$ cat config.mk
export PLATFORM = sky130hd
export DESIGN_NAME = spi_pin_arbiter
export DESIGN_NICKNAME = d
export VERILOG_FILES = /design/src/rtl/spi_arb_pkg.sv /design/src/rtl/arb_sync.sv /design/src/rtl/arb_grant.sv /design/src/rtl/arb_idle_timer.sv /design/src/rtl/arb_pin_mux.sv /design/src/rtl/spi_pin_arbiter.sv
export SDC_FILE = /design/constraint.sdc
export NUM_CORES = 1
export LEC_CHECK = 0
export BUFFER_PORTS_ARGS = -buffer_cell sky130_fd_sc_hd__buf_2
export CORE_MARGIN = 4
export CORE_UTILIZATION = 45
export CTS_BUF_LIST = sky130_fd_sc_hd__clkbuf_8 sky130_fd_sc_hd__clkbuf_16
export CTS_CLUSTER_SIZE = 30
export DETAILED_ROUTE_END_ITERATION = 10
export PLACE_DENSITY = 0.72
export SYNTH_ARGS = -nofsm -noshare
export SYNTH_HDL_FRONTEND = slang
export SYNTH_SLANG_ARGS = --single-unit
$ cat constraint.sdc
create_clock -name clk -period 2.27 [get_ports clk]
set_clock_uncertainty 0.2 [all_clocks]
set_input_delay 0.454 -clock clk [delete_from_list [all_inputs] [get_ports clk]]
set_output_delay 0.454 -clock clk [all_outputs]
set_load 0.01 [all_outputs]
$ cat src/rtl/spi_arb_pkg.sv
package spi_arb_pkg;

  localparam int unsigned REG_W  = 16;
  localparam int unsigned SIZE_W = 4;

  // bit positions in the control word
  localparam int unsigned B_SCK  = 0;
  localparam int unsigned B_CS   = 1;
  localparam int unsigned B_MOSI = 2;
  localparam int unsigned B_MISO = 3;
  localparam int unsigned B_REQ  = 6;
  localparam int unsigned B_GNT  = 7;
  localparam int unsigned B_PRES = 8;
  localparam int unsigned B_SIZE = 11;

  typedef struct packed {
    logic mosi;
    logic cs_n;
    logic sck;
  } pins_t;

  localparam pins_t PINS_RESET = '{mosi: 1'b0, cs_n: 1'b1, sck: 1'b0};

  function automatic pins_t pick_host(logic [REG_W-1:0] w);
    pins_t p;
    p.sck  = w[B_SCK];
    p.cs_n = w[B_CS];
    p.mosi = w[B_MOSI];
    return p;
  endfunction

  function automatic logic pins_differ(pins_t a, pins_t b);
    return (a.sck != b.sck) || (a.cs_n != b.cs_n) || (a.mosi != b.mosi);
  endfunction

  function automatic logic [REG_W-1:0] pack_status(pins_t h, logic miso, logic req,
                                                   logic gnt, logic pres,
                                                   logic [SIZE_W-1:0] size);
    logic [REG_W-1:0] w;
    w = '0;
    w[B_SCK]  = h.sck;
    w[B_CS]   = h.cs_n;
    w[B_MOSI] = h.mosi;
    w[B_MISO] = miso;
    w[B_REQ]  = req;
    w[B_GNT]  = gnt;
    w[B_PRES] = pres;
    w[B_SIZE +: SIZE_W] = size;
    return w;
  endfunction

endpackage

$ cat src/rtl/arb_sync.sv
module arb_sync #(
  parameter int unsigned STAGES = 2
) (
  input  logic clk,
  input  logic rst_n,
  input  logic d,
  output logic q
);
  logic [STAGES-1:0] sh;

  generate
    if (STAGES == 1) begin : g_one
      always_ff @(posedge clk or negedge rst_n) begin
        if (!rst_n) sh <= '0;
        else        sh <= d;
      end
    end else begin : g_chain
      always_ff @(posedge clk or negedge rst_n) begin
        if (!rst_n) sh <= '0;
        else        sh <= {sh[STAGES-2:0], d};
      end
    end
  endgenerate

  assign q = sh[STAGES-1];
endmodule

$ cat src/rtl/arb_grant.sv
module arb_grant (
  input  logic clk,
  input  logic rst_n,
  input  logic wr_en,
  input  logic wr_req,
  input  logic expire,
  input  logic eng_busy,
  output logic req,
  output logic gnt
);
  logic req_d, gnt_d;

  always_comb begin
    if (expire) begin
      req_d = 1'b0;
      gnt_d = 1'b0;
    end else begin
      req_d = wr_en ? wr_req : req;
      // grant is taken from an idle engine and then kept while requested
      gnt_d = req && (gnt || !eng_busy);
    end
  end

  always_ff @(posedge clk or negedge rst_n) begin
    if (!rst_n) begin
      req <= 1'b0;
      gnt <= 1'b0;
    end else begin
      req <= req_d;
      gnt <= gnt_d;
    end
  end
endmodule

$ cat src/rtl/arb_idle_timer.sv
module arb_idle_timer #(
  parameter int unsigned IDLE_LIMIT = 250_000_000
) (
  input  logic clk,
  input  logic rst_n,
  input  logic armed,
  input  logic activity,
  output logic expire
);
  localparam int unsigned CNT_W = (IDLE_LIMIT > 2) ? $clog2(IDLE_LIMIT) : 1;
  localparam logic [CNT_W-1:0] LAST = CNT_W'(IDLE_LIMIT - 1);

  logic [CNT_W-1:0] cnt;
  logic             at_last;

  assign at_last = (cnt == LAST);
  assign expire  = armed && !activity && at_last;

  always_ff @(posedge clk or negedge rst_n) begin
    if (!rst_n)                 cnt <= '0;
    else if (!armed || activity) cnt <= '0;
    else if (!at_last)          cnt <= cnt + 1'b1;
  end
endmodule

$ cat src/rtl/arb_pin_mux.sv
module arb_pin_mux
  import spi_arb_pkg::*;
(
  input  logic  sel_host,
  input  pins_t host,
  input  pins_t eng,
  output pins_t pins
);
  always_comb begin
    pins = sel_host ? host : eng;
  end
endmodule

$ cat src/rtl/spi_pin_arbiter.sv
module spi_pin_arbiter
  import spi_arb_pkg::*;
#(
  parameter int unsigned IDLE_LIMIT  = 250_000_000,
  parameter int unsigned SYNC_STAGES = 2
) (
  input  logic             clk,
  input  logic             rst_n,
  input  logic             reg_wr,
  input  logic [REG_W-1:0] reg_wdata,
  output logic [REG_W-1:0] reg_rdata,
  input  logic             eng_busy,
  input  logic             eng_sck,
  input  logic             eng_cs_n,
  input  logic             eng_mosi,
  output logic             host_owns,
  input  logic             pres_strap,
  input  logic [SIZE_W-1:0] size_strap,
  output logic             spi_sck,
  output logic             spi_cs_n,
  output logic             spi_mosi,
  input  logic             spi_miso
);
  pins_t host_q, host_wr, eng_pins, out_pins;
  logic  req_q, gnt_q, expire_evt, pin_activity, miso_s;
  logic  unused_wbits;

  assign unused_wbits = ^{reg_wdata[REG_W-1:B_REQ+1], reg_wdata[B_REQ-1:B_MOSI+1]};

  assign host_wr      = pick_host(reg_wdata);
  assign pin_activity = reg_wr && pins_differ(host_wr, host_q);

  always_ff @(posedge clk or negedge rst_n) begin
    if (!rst_n)      host_q <= PINS_RESET;
    else if (reg_wr) host_q <= host_wr;
  end

  arb_idle_timer #(.IDLE_LIMIT(IDLE_LIMIT)) u_idle (
    .clk(clk), .rst_n(rst_n), .armed(gnt_q), .activity(pin_activity), .expire(expire_evt)
  );

  arb_grant u_grant (
    .clk(clk), .rst_n(rst_n), .wr_en(reg_wr), .wr_req(reg_wdata[B_REQ]),
    .expire(expire_evt), .eng_busy(eng_busy), .req(req_q), .gnt(gnt_q)
  );

  arb_sync #(.STAGES(SYNC_STAGES)) u_sync (
    .clk(clk), .rst_n(rst_n), .d(spi_miso), .q(miso_s)
  );

  assign eng_pins.sck  = eng_sck;
  assign eng_pins.cs_n = eng_cs_n;
  assign eng_pins.mosi = eng_mosi;

  arb_pin_mux u_mux (
    .sel_host(gnt_q), .host(host_q), .eng(eng_pins), .pins(out_pins)
  );

  assign spi_sck   = out_pins.sck;
  assign spi_cs_n  = out_pins.cs_n;
  assign spi_mosi  = out_pins.mosi;
  assign host_owns = gnt_q;
  assign reg_rdata = pack_status(host_q, miso_s, req_q, gnt_q, pres_strap, size_strap);
endmodule

==> flow_metrics.py <==
metrics = {
    "routing": {
        "drc": 0,
        "drtIter0Drc": 76,
        "drtAntennaViolNets": 0,
        "dr.pass1.iters": 4,
        "vias": 1602,
        "via_per_inst": 5.431,
        "wl_per_cell_um": 14.75,
        "routed_wl_mm": 4.350,
    },
    "power_and_ir_drop": {
        "power_leakage_nw": 1.002,
        "ir_drop_mv": 0.3029,
        "p_per_area_nw_per_um2": 506.8,
    },
    "place": {
        "placed_area_um2": 2155,
        "hpwl_mm": 2.888,
        "gp_congestion": 0.8050,
        "port_buffers": 21,
    },
    "global_routing": {
        "grt_max_degree": 36,
        "grtUsageTotal_pct": 16.17,
        "antenna_found_initial": 0,
        "grt_pass1_wl_mm": 6.762,
        "grt_pass1_vias": 1511,
        "gr-total-overflow": 0,
    },
    "clock_tree": {
        "clk_pin_slew_worst_paths_ns": 0.07,
        "cts_tree": "yes",
        "holdBufCountCts": 0,
        "h-tree-depth": 2,
        "clock-sinks": 35,
        "clockRootBuffer": "clkbuf_8",
        "clock_latency_ns": 0.30,
        "cts_made_buffers": 5,
        "clockBufferDepth": 2,
    },
    "hold_path": {
        "hold_path.class": "in2async",
    },
    "setup_path": {
        "critPathLaunchType": "register",
        "worst-endpoint-required_ns": 2.30,
        "endpoint_kind": "register",
        "arrival_ns": 2.53,
        "path_max_fanout": 7,
        "worstSetupPathType": "reg2reg",
    },
    "sta": {
        "clock.fmax_mhz": 399.8,
        "final_hold_viol_count": 0,
        "grt_setup_unrepaired": "true",
        "tightestPinTransition_ns": 0.7993,
        "fin_crit_ns": 2.501,
        "fin_crit_sh_pct": 110.2,
        "setup_slack_ns": -0.2310,
        "max-slew-margin-rel_pct": 46.71,
        "final_max_slew_viol_count": 0,
        "setup_viol": 14,
    },
    "floorplanning": {
        "die_area_um2": 5474,
        "die_w_um": 73.99,
        "io_pins": 49,
        "core_um2": 4115,
        "rows": 23,
        "initial_core_util_pct": 47.61,
        "die_h_um": 73.99,
    },
    "logic_synthesis": {
        "yosys_warnings": 0,
        "synth_area_leader_cell": "dfrtp_1",
        "synth.most_common_cell": "dfrtp_1",
        "ys_types": 41,
        "synth_edf_count": 0,
        "synth_seq_area_share_pct": 44.76,
        "synth_top_area_share_pct": 43.42,
        "async_reset_ff_share_pct": 100.0,
        "synth_commonest_cells": "34 x dfrtp_1, 23 x nor2_1, 18 x nand2_1",
        "syn_area_um2": 1959,
        "synth_seq_cells": 35,
        "yosys-top-cells-area": "dfrtp_1 43%, xnor2_1 5.8%, buf_4 5.0%, nor2_1 4.4%, or3_1 3.5%",
        "netlist_instances": 206,
        "synth_flop_cell": "dfrtp_1",
        "synth_area_per_cell_um2": 9.512,
    },
    "cells_and_area": {
        "fill_cells": 332,
        "ff_latch_area_um2": 877.1,
        "multiInputGateArea_um2": 1044,
        "fin_util_pct": 58.65,
        "syn_to_final_growth_pct": 23.18,
        "drive_above_1_share_pct": 35.10,
        "diodes": 0,
        "nNetsFinal": 274,
        "fin_area_um2": 2414,
    },
    "status": {
        "violations": "setup timing",
        "status": "complete, but fails checks",
    },
    "job": {
        "drv_cap": 0,
    },
}
## final cells by class
class / instances / area share (%)
Tap cell: 50 / 2.592
Multi-Input combinational cell: 152 / 43.23
Sequential cell: 35 / 36.34
Clock buffer: 5 / 2.851
Inverter: 5 / 0.7776
Clock inverter: 3 / 0.6221
Timing Repair Buffer: 45 / 13.58
## flip-flops by register name, summed over array words and instances, names as in the netlist
name,flops
reg_rdata,3
u_grant.gnt,1
u_grant.req,1
u_idle.cnt,28
u_sync.sh,2
## layout by cell type, fill, tap and decap left out, types with 6 or more instances in the layout
cell | netlist | routed
nor2_1 | 23 | 20
mux2_2 | 6 | 6
xnor2_1 | 13 | 13
nand2_1 | 18 | 18
buf_4 | 13 | 21
or3_1 | 11 | 9
dfrtp_1 | 34 | 34
buf_2 | 0 | 21
nand3_1 | 9 | 9
## power breakdown
| part | internal [mW] | total, mW | leakage, nW | switching [mW] |
|---|---|---|---|---|
| Sequential | 0.639 | 0.654 | 0.472 | 0.0151 |
| Clock | 0.210 | 0.439 | 0.0477 | 0.229 |
| Combinational | 0.0525 | 0.131 | 0.483 | 0.0781 |
| Total | 0.901 | 1.22 | 1.00 | 0.322 |
## routing by layer
layer | part of all wire [%] | wire (um) | up-vias | GRT usage, %
met1 | 44 | 1925 | 779 | 21.28
met4 | 1.4 | 60 | 0 | 4.628
met3 | 3.9 | 171 | 7 | 5.676
met2 | 50 | 2192 | 30 | 25.30
li1 | - | - | 786 | -
met5 | 0 | 0 | - | 0
## kinds of logic after synthesis
logic type / share of synthesized area [%]
multiplexers: 4.470
AO/OA/AOI/OAI: 6.897
other: 0.1914
XOR/XNOR: 8.046
adder cells (fa/ha/maj): 0.6385
AND/OR/NAND/NOR: 27.14
flip-flops: 44.76
buffers and inverters: 7.854
## repair_timing
action | CTS | global route
buffers inserted | 0 | 6
gates resized for setup | 2 | 18
setup endpoints to repair | 14 | 17
cloned | 0 | 1
pin swaps | 3 | 13
## path summary, 6_finish.rpt
kind | startpoint | end | slack (ns) | cells after the start
hold reg to reg | u_sync.sh[0]$_DFF_PN0_ | u_sync.sh[1]$_DFF_PN0_ | 0.16 | 0
min in group clk | spi_miso | u_sync.sh[0]$_DFF_PN0_ | 0.08 | 1
hold / removal | rst_n | u_idle.cnt[13]$_DFFE_PN0P_ | 0.04 | 1
setup reg to reg | u_idle.cnt[10]$_DFFE_PN0P_ | u_idle.cnt[5]$_DFFE_PN0P_ | -0.23 | 8
setup / recovery | u_idle.cnt[10]$_DFFE_PN0P_ | u_idle.cnt[5]$_DFFE_PN0P_ | -0.23 | 8
max in group asynchronous | rst_n | reg_rdata[2]$_DFFE_PN0P_ | 1.31 | 1
## per-stage QoR
stage,setup TNS (ns),std cells,setup WS [ns],hold WS (ns),power [mW]
floorplan,-0.6488,210,-0.1709,-0.04159,0.7516
global route,-2.977,295,-0.2955,0.07083,1.275
global placement,-0.6016,280,-0.1203,0.1350,0.7909
detailed placement,-0.9201,280,-0.1491,0.1450,0.7946
finish,-1.995,295,-0.2310,0.04226,1.223
CTS,-1.079,288,-0.1512,0.05900,1.236
## worst max-delay path, stage by stage, from the launching register on
cell and delay, ns:
dfrtp_1 0.38, or4_1 0.51, or4b_4 0.56, nor4_4 0.15, buf_4 0.19, buf_12 0.13
buf_4 0.11, o31ai_4 0.05, a21oi_2 0.14
(Power assumes the default switching activity.)
